[src/rtl/tdl_pkg.sv]
package tdl_pkg;
    typedef enum logic [1:0] {
        OS_IDLE = 2'd0,
        OS_WAIT = 2'd1,
        OS_HIGH = 2'd2
    } os_state_e;
endpackage

[src/rtl/tdl_history.sv]
module tdl_history #(
    parameter int DEPTH = 257
) (
    input  logic             clk,
    input  logic             rst_n,
    input  logic             din,
    output logic [DEPTH-1:0] hist
);
    // hist[j] holds the input sampled j edges before the most recent one
    always_ff @(posedge clk or negedge rst_n) begin
        if (!rst_n) hist <= '0;
        else        hist <= {hist[DEPTH-2:0], din};
    end
endmodule

[src/rtl/tdl_tap.sv]
module tdl_tap #(
    parameter int DEPTH    = 257,
    parameter int SET_W    = 8,
    parameter int BASE_DLY = 2
) (
    input  logic [DEPTH-1:0] hist,
    input  logic [SET_W-1:0] setting,
    output logic             tap
);
    localparam int IDX_W = $clog2(DEPTH);
    localparam int NTAP  = 1 << SET_W;

    // One tap per setting value; the registered output adds the last tick
    logic [NTAP-1:0] taps;
    for (genvar g = 0; g < NTAP; g++) begin : g_tap
        assign taps[g] = hist[BASE_DLY - 1 + g];
    end

    logic [IDX_W-1:0] unused_idx;
    assign unused_idx = IDX_W'(setting);
    assign tap = taps[setting];
endmodule

[src/rtl/tdl_oneshot.sv]
module tdl_oneshot
    import tdl_pkg::*;
#(
    parameter int SET_W    = 8,
    parameter int BASE_DLY = 2
) (
    input  logic             clk,
    input  logic             rst_n,
    input  logic             enable,
    input  logic             rise,
    input  logic [SET_W-1:0] width,
    output logic             pulse,
    output os_state_e        state
);
    localparam int BW    = $clog2(BASE_DLY + 1);
    localparam int CNT_W = (SET_W > BW) ? SET_W : BW;

    os_state_e        nxt;
    logic [CNT_W-1:0] cnt, cnt_nxt;
    logic [SET_W-1:0] wid, wid_nxt;

    // State register
    always_ff @(posedge clk or negedge rst_n) begin
        if (!rst_n) begin
            state <= OS_IDLE;
            cnt   <= '0;
            wid   <= '0;
        end else begin
            state <= nxt;
            cnt   <= cnt_nxt;
            wid   <= wid_nxt;
        end
    end

    // Transitions: trigger, launch, expire, abort
    always_comb begin
        nxt     = state;
        cnt_nxt = cnt;
        wid_nxt = wid;
        if (!enable) begin
            nxt     = OS_IDLE;
            cnt_nxt = '0;
        end else begin
            unique case (state)
                OS_IDLE: begin
                    if (rise && (width != '0)) begin
                        nxt     = OS_WAIT;
                        cnt_nxt = CNT_W'(BASE_DLY - 1);
                        wid_nxt = width;
                    end
                end
                OS_WAIT: begin
                    if (cnt == '0) begin
                        nxt     = OS_HIGH;
                        cnt_nxt = CNT_W'(wid) - CNT_W'(1);
                    end else begin
                        cnt_nxt = cnt - CNT_W'(1);
                    end
                end
                OS_HIGH: begin
                    if (cnt == '0) nxt = OS_IDLE;
                    else           cnt_nxt = cnt - CNT_W'(1);
                end
                default: nxt = OS_IDLE;
            endcase
        end
    end

    // Output process
    always_comb begin
        pulse = (state == OS_HIGH);
    end
endmodule

[src/rtl/tapped_delay_timer.sv]
module tapped_delay_timer
    import tdl_pkg::*;
#(
    parameter int BASE_DLY = 2,
    parameter int SET_W    = 8
) (
    input  logic             clk,
    input  logic             rst_n,
    input  logic             sig_in,
    input  logic [SET_W-1:0] setting,
    input  logic             alt_mode,
    output logic             dly_out,
    output logic             aux_out
);
    localparam int DEPTH   = BASE_DLY + (1 << SET_W) - 1;
    localparam int REF_TAP = BASE_DLY;

    logic [DEPTH-1:0] hist;
    logic             tap;
    logic             rise;
    logic             pulse;
    os_state_e        os_state;
    logic             main_q, ref_q, mode_q;

    tdl_history #(.DEPTH(DEPTH)) u_hist (
        .clk   (clk),
        .rst_n (rst_n),
        .din   (sig_in),
        .hist  (hist)
    );

    tdl_tap #(.DEPTH(DEPTH), .SET_W(SET_W), .BASE_DLY(BASE_DLY)) u_tap (
        .hist    (hist),
        .setting (setting),
        .tap     (tap)
    );

    assign rise = sig_in & ~hist[0];

    tdl_oneshot #(.SET_W(SET_W), .BASE_DLY(BASE_DLY)) u_os (
        .clk    (clk),
        .rst_n  (rst_n),
        .enable (alt_mode),
        .rise   (rise),
        .width  (setting),
        .pulse  (pulse),
        .state  (os_state)
    );

    always_ff @(posedge clk or negedge rst_n) begin
        if (!rst_n) begin
            main_q <= 1'b0;
            ref_q  <= 1'b0;
            mode_q <= 1'b0;
        end else begin
            main_q <= tap ^ alt_mode;
            ref_q  <= hist[REF_TAP];
            mode_q <= alt_mode;
        end
    end

    assign dly_out = main_q;
    assign aux_out = mode_q ? pulse : ref_q;
endmodule

[config.mk]
export PLATFORM = sky130hd
export DESIGN_NAME = tapped_delay_timer
export DESIGN_NICKNAME = d
export VERILOG_FILES = /design/src/rtl/tdl_pkg.sv /design/src/rtl/tdl_history.sv /design/src/rtl/tdl_tap.sv /design/src/rtl/tdl_oneshot.sv /design/src/rtl/tapped_delay_timer.sv
export SDC_FILE = /design/constraint.sdc
export NUM_CORES = 1
export LEC_CHECK = 0
export ABC_AREA = 1
export BUFFER_PORTS_ARGS = -buffer_cell sky130_fd_sc_hd__buf_4
export CAP_MARGIN = 20
export CORE_UTILIZATION = 55
export DETAILED_ROUTE_END_ITERATION = 10
export HOLD_SLACK_MARGIN = 0.05
export PLACE_DENSITY = 0.82
export SLEW_MARGIN = 20
export SYNTH_ARGS = -nofsm -noshare
export SYNTH_HDL_FRONTEND = slang
export SYNTH_SLANG_ARGS = --single-unit
[constraint.sdc]
create_clock -name clk -period 1.6 [get_ports clk]
set_input_delay 0.08 -clock clk [delete_from_list [all_inputs] [get_ports clk]]
set_output_delay 0.08 -clock clk [all_outputs]
set_load 0.05 [all_outputs]
==> summary.md <==
| Metric | Value |
|---|---|
| Syn. warnings | `0` |
| CP Class | `reg -> reg` |
| WP data arrival | `2.30 ns` |
| Commonest cells post-synth | `nand2_1 (295), dfrtp_1 (277), nor2_1 (117)` |
| Drt initial violations | `between 700 and 800` |
| Leakage | `6.38 nW` |
| Max-Cap Viols | `0` |
| Routed Antenna Nets | `0` |
| Power per Cell Area | `1430 nW/um^2` |
| Die Span X | `141 um` |
| Post-route insts no fill | `1408` |
| Final Hold Viols | `0` |
| CTS root buf | `clkbuf_16` |
| Routed vias | `7742` |
| Max Clk Rate | `540 MHz` |
| CTS sink count | `277` |
| Grt total ovfl | `0` |
| Layout cell share with drive strength beyond 1 | `13.9%` |
| Most numerous cell in the Yosys netlist | `nand2_1` |
| CP Launch Type | `flip-flop` |
| Delay-heaviest family, CP | `simple AND/OR/NAND/NOR gates` |
| Drt wl/cell | `17.6 um` |
| Async set-reset flop share out of synthesis | `100%` |
| Largest net degree at the start of global routing | `60` |
| N_diodes | `0` |
| Post-layout utilization of the core | `67.1%` |
| Synth Flop Type | `dfrtp_1` |
| Antenna violations before repair | `0` |
| Worst slew pin tran | `slightly above 0.5 ns` |
| Final Skew | `0.00875 ns` |
| Failing checks | `setup timing` |
| Setup ws final | `-0.252 ns` |
| RSZ-0062 raised after global routing | `yes` |
| Netlist Area Pre-Place | `10600 sq um` |
| Design area | `12600 sq um` |
| Remaining DRCs | `0` |
| CTS tree | `done` |
| Inserted Clock Buffers | `27` |
| Synth top area share | `65.6%` |
| Clk pin slew, worst setup/hold paths | `0.06 ns` |
| Min Tclk post-route | `1.85 ns` |
| Top cells by area, synth | `dfrtp_1 (66%), nand2_1 (10%), nand3_1 (5.2%)` |
| Slowest cell delay on critical path | `about 0.41 ns` |
| Max clock buf depth | `3` |
| First-pass GRT wire length | `39600 um` |
| Yosys top cell by area | `dfrtp_1` |
| Seq cells post-synth | `between 200 and 300` |
| Final HPWL DP | `about 14000 um` |
| Worst-Skew Late Latency | `between 0.5 and 0.6 ns` |
| Layout area overhead | `19.3%` |
| Post-DP Area | `11200 sq um` |
| WL final | `24700 um` |
| DP Worst Slack | `-0.173 ns` |
| Total Routing Usage GR | `25.5%` |
| Die height | `141 um` |
| Power consumption | `18.0 mW` |
| Nets | `1173` |
| Synth Net Count | `1111` |
| Synthesized instance count | `1093` |
| Slew Limit Fails | `0` |
| CP cell instances | `inv_2 > ha_4 > nand4_1 > nor3_2 > inv_2 > nor2_2 > inv_1 > o22ai_1 > nand2_1 > o21ai_1` |
| CP most frequent cell | `inv_2` |
| Max FO, Critical Path | `7` |
| Highest-delay cell along the critical path | `dfrtp_1` |
| Seq/Total Area, Yosys | `65.6%` |
| Crit. End Element | `flip-flop` |
| Final worst path period share | `116%` |
| GPL Wtd Cong | `0.855` |
| Row Count | `50` |
| Slew headroom | `65.5%` |
| Die area | `19800 sq um` |
| Setup Viol. Count Final | `9` |
| Status | `complete, but fails checks` |
| Starting density of the core | `56.3%` |
| Type of the worst min-delay path | `in -> reg` |
| Placed insts | `1336` |
| Worst endpoint required time | `2.05 ns` |
| DR pass1 iterations | `7` |
| EDFF count, synth | `0` |
| PortBufs | `13` |
| Buf/Inv on CP | `3` |
| Placeable Area | `18800 sq um` |
| Syn avg cell area | `between 9 and 10 sq um` |
| H-tree depth | `1` |
| DR vias/cell | `~5.5` |
| Vias in the first global route | `7793` |
| Synth cell types | `32` |
| Max IR drop VDD | `between 1 and 1.5 mV` |
| Ports | `14` |
-- layout by cell type (no fill, tap or decap), types with 5 or more instances in the layout --
| master | instances |
|---|---|
| dfrtp_1 | 277 |
| clkbuf_16 | 27 |
| nor2_1 | 115 |
| o21ai_0 | 53 |
| buf_12 | 16 |
| o21ai_2 | 5 |
| xor2_1 | 8 |
| buf_4 | 53 |
| dlygate4sd3_1 | 9 |
| bufinv_16 | 7 |
| clkbuf_8 | 6 |
| nand2_1 | 290 |
| nand3_1 | 101 |
| o211ai_1 | 8 |
| inv_2 | 9 |
| nand3_2 | 8 |
| inv_1 | 89 |
| a21oi_1 | 10 |
| o21ai_1 | 24 |
| nand2_2 | 5 |
-- metrics by stage --
step	setup TNS [ns]	hold slack, ns
after floorplan	-0.155	-0.216
after global placement	-0.283	0.0547
after detailed placement	-1.09	0.0521
after CTS	-1.02	-0.263
after global routing	-2.51	0.0866
final	-1.70	0.0671
-- area by class of cell --
type                    instances  area [sq um]
clock buffers                  37           773
well taps                     234           293
multi-input cells             664          3100
fillers                      1314          6170
clock inverters                11           234
repair buffers                 84           881
flip-flops and latches        277          6930
inverters                     101           387
-- power breakdown --
part	internal, mW	switching [mW]
sequential	7.25	0.206
combinational	1.46	1.99
clock	4.49	2.59
total	13.2	4.79
-- layer usage --
metal / GRT usage (%) / up-vias / wire, um
li1: - / 3579 / -
met1: 36.1 / 3785 / 10700
met2: 40.5 / 300 / 11700
met3: 4.01 / 78 / 1500
met4: 9.15 / 0 / 862
met5: 0 / - / 0
-- final timing paths --
kind                                              end  slack [ns]  cells past startpoint                        from
setup / recovery              u_os.cnt[3]$_DFFE_PN0P_       -0.25                     10     u_os.cnt[1]$_DFFE_PN0P_
hold / removal                u_os.cnt[4]$_DFFE_PN0P_        0.07                      4                    alt_mode
setup reg to reg              u_os.cnt[3]$_DFFE_PN0P_       -0.25                     10     u_os.cnt[1]$_DFFE_PN0P_
hold reg to reg            u_hist.hist[154]$_DFF_PN0_        0.37                      0  u_hist.hist[153]$_DFF_PN0_
max in group asynchronous  u_hist.hist[234]$_DFF_PN0_        0.85                      3                       rst_n
min in group asynchronous  u_hist.hist[124]$_DFF_PN0_        0.08                      2                       rst_n
-- kinds of logic after synthesis --
kind of cell / count (synthesis) / share of synthesized area [%]
AO/OA/AOI/OAI: 111 / 5.67
XOR/XNOR: 10 / 0.829
adder cells (fa/ha/maj): 6 / 0.711
buffers and inverters: 152 / 6.42
flip-flops: 277 / 65.6
AND/OR/NAND/NOR: 537 / 20.7
-- worst register-to-register path, cell delays in order (launching register included) --
cell and delay, ns:
dfrtp_1 0.41, inv_2 0.09, ha_4 0.13, nand4_1 0.15, nor3_2 0.24, inv_2 0.13
nor2_2 0.16, inv_1 0.10, o22ai_1 0.20, nand2_1 0.09, o21ai_1 0.08
-- registers in the layout, summed over array words and instances, names as in the netlist --
name	count
mode_q	1
u_os.state	2
u_os.cnt	8
u_hist.hist	257
u_os.wid	8
dly_out	1
-- timing repair --
item,in CTS,in global routing
endpoints found under the setup margin,9,12
gates resized for setup,16,36
cloned,0,0
buffers inserted,6,8
endpoints found under the hold margin,293,4
pin swaps,6,15
hold buffers,8,2
No activity file was read; power rests on OpenSTA's default activity.
